### src/rtl/wdt_pkg.sv
package wdt_pkg;
    localparam int unsigned KEY_W     = 8;
    localparam logic [7:0]  KEY_CLEAR = 8'h4E;
    localparam logic [7:0]  KEY_STOP  = 8'hB1;
    localparam int unsigned NUM_TAPS  = 4;

    typedef struct packed {
        logic active;
        logic nmi;
        logic pin_n;
    } wdt_ctl_t;
endpackage

### src/rtl/wdt_key_decode.sv
module wdt_key_decode
    import wdt_pkg::*;
(
    input  logic             wr_en_i,
    input  logic [KEY_W-1:0] wr_data_i,
    input  logic             arm_en_i,
    output logic             clr_hit_o,
    output logic             stop_hit_o
);
    always_comb begin
        clr_hit_o  = wr_en_i && (wr_data_i == KEY_CLEAR);
        // the stop key is honoured only once the enable bit has been dropped
        stop_hit_o = wr_en_i && (wr_data_i == KEY_STOP) && !arm_en_i;
    end
endmodule

### src/rtl/wdt_half_rate.sv
module wdt_half_rate (
    input  logic clk_i,
    input  logic rst_ni,
    input  logic run_i,
    input  logic restart_i,
    output logic tick_o
);
    logic ph_d, ph_q;

    always_comb begin
        ph_d = ph_q;
        if (restart_i) begin
            ph_d = 1'b0;
        end else if (run_i) begin
            ph_d = ~ph_q;
        end
        tick_o = run_i && ph_q && !restart_i;
    end

    always_ff @(posedge clk_i or negedge rst_ni) begin
        if (!rst_ni) begin
            ph_q <= 1'b0;
        end else begin
            ph_q <= ph_d;
        end
    end
endmodule

### src/rtl/wdt_tap_counter.sv
module wdt_tap_counter
    import wdt_pkg::*;
#(
    parameter int unsigned CNT_W = 22,
    parameter int unsigned TAP0  = 15,
    parameter int unsigned TAP1  = 17,
    parameter int unsigned TAP2  = 19,
    parameter int unsigned TAP3  = 21
) (
    input  logic       clk_i,
    input  logic       rst_ni,
    input  logic       tick_i,
    input  logic       restart_i,
    input  logic [1:0] tsel_i,
    output logic       expire_o
);
    localparam int unsigned TAP_IDX [NUM_TAPS] = '{TAP0, TAP1, TAP2, TAP3};

    logic [CNT_W-1:0]    cnt_d, cnt_q;
    logic [CNT_W-1:0]    cnt_nxt;
    logic [NUM_TAPS-1:0] tap_hit;

    assign cnt_nxt = cnt_q + CNT_W'(1);

    for (genvar g = 0; g < NUM_TAPS; g++) begin : g_tap
        assign tap_hit[g] = cnt_nxt[TAP_IDX[g]];
    end

    always_comb begin
        expire_o = tick_i && tap_hit[tsel_i];
        cnt_d    = cnt_q;
        if (restart_i || expire_o) begin
            cnt_d = '0;
        end else if (tick_i) begin
            cnt_d = cnt_nxt;
        end
    end

    always_ff @(posedge clk_i or negedge rst_ni) begin
        if (!rst_ni) begin
            cnt_q <= '0;
        end else begin
            cnt_q <= cnt_d;
        end
    end
endmodule

### src/rtl/wdt_keyed_top.sv
module wdt_keyed_top
    import wdt_pkg::*;
#(
    parameter int unsigned CNT_W = 22,
    parameter int unsigned TAP0  = 15,
    parameter int unsigned TAP1  = 17,
    parameter int unsigned TAP2  = 19,
    parameter int unsigned TAP3  = 21
) (
    input  logic             clk_i,
    input  logic             rst_ni,
    input  logic             arm_en_i,
    input  logic [1:0]       tsel_i,
    input  logic             wr_en_i,
    input  logic [KEY_W-1:0] wr_data_i,
    output logic             nmi_o,
    output logic             wdt_n_o
);
    wdt_ctl_t ctl_d, ctl_q;
    logic clr_hit, stop_hit, rearm, restart, tick, expire;

    wdt_key_decode u_keys (
        .wr_en_i   (wr_en_i),
        .wr_data_i (wr_data_i),
        .arm_en_i  (arm_en_i),
        .clr_hit_o (clr_hit),
        .stop_hit_o(stop_hit)
    );

    assign rearm   = !ctl_q.active && arm_en_i;
    assign restart = clr_hit || stop_hit || rearm;

    wdt_half_rate u_phase (
        .clk_i    (clk_i),
        .rst_ni   (rst_ni),
        .run_i    (ctl_q.active),
        .restart_i(restart),
        .tick_o   (tick)
    );

    wdt_tap_counter #(
        .CNT_W(CNT_W), .TAP0(TAP0), .TAP1(TAP1), .TAP2(TAP2), .TAP3(TAP3)
    ) u_count (
        .clk_i    (clk_i),
        .rst_ni   (rst_ni),
        .tick_i   (tick),
        .restart_i(restart),
        .tsel_i   (tsel_i),
        .expire_o (expire)
    );

    always_comb begin
        ctl_d     = ctl_q;
        ctl_d.nmi = expire;
        if (stop_hit) begin
            ctl_d.active = 1'b0;
        end else if (rearm) begin
            ctl_d.active = 1'b1;
        end
        if (clr_hit) begin
            ctl_d.pin_n = 1'b1;
        end else if (expire) begin
            ctl_d.pin_n = 1'b0;
        end
    end

    always_ff @(posedge clk_i or negedge rst_ni) begin
        if (!rst_ni) begin
            ctl_q <= '{active: 1'b1, nmi: 1'b0, pin_n: 1'b1};
        end else begin
            ctl_q <= ctl_d;
        end
    end

    assign nmi_o   = ctl_q.nmi;
    assign wdt_n_o = ctl_q.pin_n;
endmodule

### config.mk
export PLATFORM = sky130hd
export DESIGN_NAME = wdt_keyed_top
export DESIGN_NICKNAME = d
export VERILOG_FILES = /design/src/rtl/wdt_pkg.sv /design/src/rtl/wdt_key_decode.sv /design/src/rtl/wdt_half_rate.sv /design/src/rtl/wdt_tap_counter.sv /design/src/rtl/wdt_keyed_top.sv
export SDC_FILE = /design/constraint.sdc
export NUM_CORES = 1
export LEC_CHECK = 0
export BUFFER_PORTS_ARGS = -buffer_cell sky130_fd_sc_hd__buf_4
export CELL_PAD_IN_SITES_DETAIL_PLACEMENT = 2
export CELL_PAD_IN_SITES_GLOBAL_PLACEMENT = 2
export CORE_UTILIZATION = 41
export DETAILED_ROUTE_END_ITERATION = 12
export GPL_ROUTABILITY_DRIVEN = 0
export PLACE_DENSITY_LB_ADDON = 0.2
export SKIP_CTS_REPAIR_TIMING = 1
export SLEW_MARGIN = 20
export SYNTH_ARGS = -nofsm -noshare
export SYNTH_HDL_FRONTEND = slang
export SYNTH_HIERARCHICAL = 1
export SYNTH_SLANG_ARGS = --single-unit
### constraint.sdc
create_clock -name clk_i -period 4.5 [get_ports clk_i]
set_input_delay 0.9 -clock clk_i [delete_from_list [all_inputs] [get_ports clk_i]]
set_output_delay 0.9 -clock clk_i [all_outputs]
set_load 0.01 [all_outputs]
==> results of run 1 <==
-- cell families after synthesis --
family          count (synthesis)  synth area share
compound gates                  9            0.0361
flops                          26             0.409
buf+inv                        11            0.0376
xor+xnor                       19             0.104
simple gates                   85             0.393
mux                             2            0.0125
fa+ha+maj                       1           0.00784
-- layer usage --
layer	wire, um	vias up	global-route usage
met2	2270	14	0.407
li1	-	585	-
met4	77	0	0.0944
met3	76	10	0.0464
met5	0	-	0
met1	1800	651	0.272
-- cell usage in the layout, fill, tap and decap left out, types with 4 or more instances in the layout --
cell and count:
a21oi_1 4, buf_4 18, clkbuf_8 4, dfrtp_1 24, inv_1 6, nand2_1 11
nand3_1 10, nand4_1 6, nor2_1 11, nor3_1 5, nor3_2 18, nor4_1 5
xnor2_1 9, xor2_1 10
-- worst max-delay path: cells and delay by family --
family          cells  cell delay, ns
simple gates        9            2.24
buf+inv             1            0.11
xor+xnor            1            0.23
compound gates      1            0.07
-- flip-flops by register name, summed over array words and instances, names as in the netlist --
name,cells
u_phase/ph_q,1
nmi_o,1
u_count/cnt_q,22
ctl_q,1
wdt_n_o,1
-- worst paths after layout --
path | start | depth (start not counted) | slack (ns) | endpoint
max | wr_data_i[1] | 12 | 1.08 | u_count/cnt_q[18]
min | rst_ni | 1 | 0.52 | nmi_o
max reg2reg | ctl_q[2] | 8 | 1.61 | u_count/cnt_q[18]
min reg2reg | ctl_q[2] | 2 | 0.54 | ctl_q[2]
max in group asynchronous | rst_ni | 1 | 3.68 | ctl_q[2]
min in group clk_i | ctl_q[2] | 2 | 0.54 | ctl_q[2]
-- report_power, final --
| part | switching [mW] | total (mW) | internal, mW |
|---|---|---|---|
| sequential | 0.0189 | 0.269 | 0.250 |
| clock | 0.0777 | 0.156 | 0.0784 |
| combinational | 0.0648 | 0.112 | 0.0470 |
-- cell type report --
cell class,instances,area [um^2],share of cell area
clock buffers,4,55.1,0.0304
inverters,6,22.5,0.0124
multi-input cells,116,887,0.489
flip-flops and latches,26,653,0.360
well taps,48,60.1,0.0331
repair buffers,18,135,0.0745
==> impl_metrics.yaml, run 1 <==
run_status:
  outcome: "finished, final reports clean"
logic_synthesis:
  syn-num-nets: 168
  synth_edf_count: 0
  yosysSeqAreaShare: 0.409
  async_flop_share: 1.00
  netlist.area_leader.share: 0.376
  synth-seq-cells: 26
  synthFlopType: "dfrtp_1"
  syn_inst: 153
  synth_top_cell_by_area: "dfrtp_1"
  avgSynthCellArea_um2: 10.4
  synth_area_leaders: "dfrtp_1 38%, nor3_2 11%, xor2_1 5.5%, xnor2_1 4.9%, dfstp_2 3.3%"
  yosysMostFrequentCell: "dfrtp_1"
  ys_top_cells_by_count: "24 x dfrtp_1, 18 x nor3_2, 11 x nand2_1, 11 x nor2_1"
  yosysWarnings: 6
  synth_cell_types: 38
  syn_area_um2: 1600
drt:
  routed_via_density: 5.78
  routedWlPerCell_um: 19.3
  drtIter0Drc: 49
  vias: 1260
  ant_nets: 0
  routed_wirelength_um: 4220
  firstDrtPassIters: 4
  drc: 0
die:
  rows: 22
  start_util: 0.433
  die_area_um2: 4150
  ios: 16
  chipWidth_um: 64.4
  core_um2: 3690
  die_h_um: 64.4
grt:
  grt_max_degree: 27
  track_usage: 0.231
  overflow: 0
  antenna_found_initial: 0
  grt_pass1_vias: 1391
  grt_pass1_wl_um: 7110
timing:
  finalCritPeriodShare: 0.760
  final_hold_viol_count: 0
  setup_ws_ns: 1.08
  setup_tns_ns: 0
  whs_ns: 0.522
  worst_pin_slew_ns: 0.864
  rsz0062_at_grt: "no"
  finalSetupViolCount: 0
  finClkSkew_ns: 0.00306
  clock.fmax_mhz: 292
  fin_crit_ns: 3.42
  slew_headroom: 0.418
  maxSlewViolCount: 0
layout:
  area_growth_pct: 13.6
  fillers: 390
  final-instance-count-excl-fill: 218
  drive_gt1_frac: 0.329
  design_area_um2: 1810
  num-nets-final: 186
  antenna_cells: 0
  post-route-util: 0.492
setup_path:
  endpoint_kind: "register"
  cpMaxStageDelayCell: "nor4_1"
  cpPeakStageDelay_ns: 0.68
  path_cells: "buf_4 -> or3b_2 -> nor4_1 -> nor2_1 -> o21ai_2 -> nor2_1 -> and3_1 -> nand2_1 -> nor4_1 -> nand3_1 -> xor2_1 -> nor3_2"
  cp.required_ns: 4.65
  critPathMaxFanout: 12
  crit_type: "in -> reg"
  arrival_ns: 3.57
  startpoint_type: "input pin"
hold_path:
  hold_class: "in -> async"
power_and_ir_drop:
  power_density_nw_per_um2: 296
  cellLeakagePower_nw: 0.827
  ir_worst_vdd_uv: 163
  total_power_mw: 0.537
clock_network:
  numCtsBuffers: 3
  cts_max_path_buffers: 2
  ctsHtreeMaxLevel: 1
  cts-root-buf: "clkbuf_8"
  path_clk_slew_ns: 0.09
  tritoncts: "done"
  clock_latency_ns: 0.28
  clock-sinks: 26
place:
  place_inst: 214
  hpwlAfterDp_um: 3110
  io_buffers: 15
  dp_slack_ns: 0.774
  placed_cell_area_um2: 1760
flow_run:
  maxCapViolations: 0
Note: power is estimated with default switching activity, not from simulation.
==> run 2, diff against run 1 <==
Settings changed: CORE_UTILIZATION 41 to 34.
Clock period 4.5 ns to 2.9 ns, I/O delays scaled along.
==> run 2 against run 1 <==
  * Setup slack worse by 0.77 ns
  * Via count down 0.56%
  * Die area up 20%
  * Critical path type is now reg -> reg
  * Highest routed layer unchanged
==> impl_metrics.yaml, run 2 (synthesized netlist as in run 1, its figures left out) <==
setup_path:
  critical_path_depth: 9
  critPathMaxFanout: 14
  endpoint_kind: "register"
  setup.worst_path.start: "u_count/cnt_q[0]"
  arrival_ns: 2.74
  r2r_setup_slack_ns: 0.31
  cp_top_family: "simple AND/OR/NAND/NOR gates"
  path_cells: "nand3_1 -> nor4_1 -> buf_4 -> mux2i_1 -> nand3_2 -> nor4b_4 -> buf_4 -> buf_4 -> nor3_2"
  crit_type: "reg -> reg"
  cp.required_ns: 3.05
  cpPeakStageDelay_ns: 0.44
  r2r_cells: 9
  startpoint_type: "register"
  worstReg2RegEnd: "u_count/cnt_q[18]"
  timing.rr.start: "u_count/cnt_q[0]"
  cpMostUsedCell: "buf_4"
  path_buf_inv: 3
  cpMaxStageDelayCell: "dfrtp_1"
die:
  die_h_um: 70.5
  die_area_um2: 4970
  rows: 24
  core_um2: 4440
  start_util: 0.359
  chipWidth_um: 70.5
  ios: 16
drt:
  drtIter0Drc: 47
  ant_nets: 0
  routed_via_density: 5.38
  drc: 0
  firstDrtPassIters: 4
  routedWlPerCell_um: 16.5
  routed_wirelength_um: 3830
  vias: 1253
layout:
  top_register: "u_count/cnt_q"
  mostFrequentLayoutCells: "29 x buf_4, 24 x dfrtp_1, 18 x nor3_2, 11 x nor2_1, 11 x nand2_1"
  drive_gt1_frac: 0.370
  num-nets-final: 197
  area_growth_pct: 20.1
  final_common_cell: "buf_4"
  fillers: 486
  multi_input_area_um2: 887
  largest_reg_flops: 22
  register_area_um2: 653
  antenna_cells: 0
timing:
  final_hold_viol_count: 0
  clock.fmax_mhz: 387
  worst_pin_slew_ns: 0.476
  setup_tns_ns: 0
  rsz0062_at_grt: "no"
  finalCritPeriodShare: 0.892
  maxSlewViolCount: 0
  slew_headroom: 0.680
  finalSetupViolCount: 0
  fin_crit_ns: 2.59
  finClkSkew_ns: 0.00109
grt:
  grt_pass1_wl_um: 6600
  track_usage: 0.168
  grt_max_degree: 27
  grt_pass1_vias: 1401
  overflow: 0
  antenna_found_initial: 0
run_status:
  outcome: "finished, final reports clean"
clock_network:
  ctsHtreeMaxLevel: 1
  tritoncts: "done"
  clock-sinks: 26
  clock_latency_ns: 0.27
  numCtsBuffers: 3
  cts_max_path_buffers: 2
  cts-root-buf: "clkbuf_8"
  path_clk_slew_ns: 0.10
place:
  hpwlAfterDp_um: 2820
  io_buffers: 15
power_and_ir_drop:
  ir_worst_vdd_uv: 192
  cellLeakagePower_nw: 0.890
  power_density_nw_per_um2: 479
  total_power_mw: 0.919
hold_path:
  hold_class: "in -> async"
flow_run:
  maxCapViolations: 0
==> run 2: cell count changes in the layout (fill, tap and decap cells not counted) <==
| cell | delta |
|---|---|
| bufinv_16 | +1 |
| clkbuf_8 | -1 |
| buf_4 | +11 |
==> run 2: layout make-up <==
class | count | share of cell area
Clock buffer | 3 | 0.0215
Sequential cell | 26 | 0.341
Inverter | 6 | 0.0117
Tap cell | 52 | 0.0339
Timing Repair Buffer | 29 | 0.114
Clock inverter | 1 | 0.0157
Multi-Input combinational cell | 116 | 0.463
==> run 2: metal layers <==
metal  part of all wire  global-route usage  routed length (um)
met3              0.022              0.0231                  85
met5                  0                   0                   0
met4             0.0050              0.0476                  19
met2               0.53               0.299                2010
met1               0.45               0.213                1720
==> run 2: where the power goes <==
part	internal, mW	switching [mW]
logic	0.0942	0.103
clock network	0.185	0.122
registers	0.388	0.0268
==> run 2: worst max-delay path by stage <==
| stage | endpoint | slack, ns |
|---|---|---|
| 2_1_floorplan | u_count/cnt_q[14] | 0.24 |
| 3_3_place_gp | u_count/cnt_q[14] | 0.11 |
| 3_5_place_dp | u_count/cnt_q[20] | 0.04 |
| 4_1_cts | u_count/cnt_q[18] | 0.07 |
| 5_1_grt | u_count/cnt_q[18] | 0.18 |
| 6_report | u_count/cnt_q[18] | 0.31 |
==> run 2: per-stage QoR <==
step                cells   util  instance area [um^2]  setup WS [ns]  hold slack [ns]
floorplan             153      -                  1600          0.238            0.284
global placement      223  0.405                  1800          0.115            0.517
detailed placement    223  0.405                  1800         0.0437            0.523
CTS                   227  0.421                  1870         0.0706            0.215
global route          233  0.431                  1920          0.184            0.217
finish                233  0.431                  1920          0.314            0.205
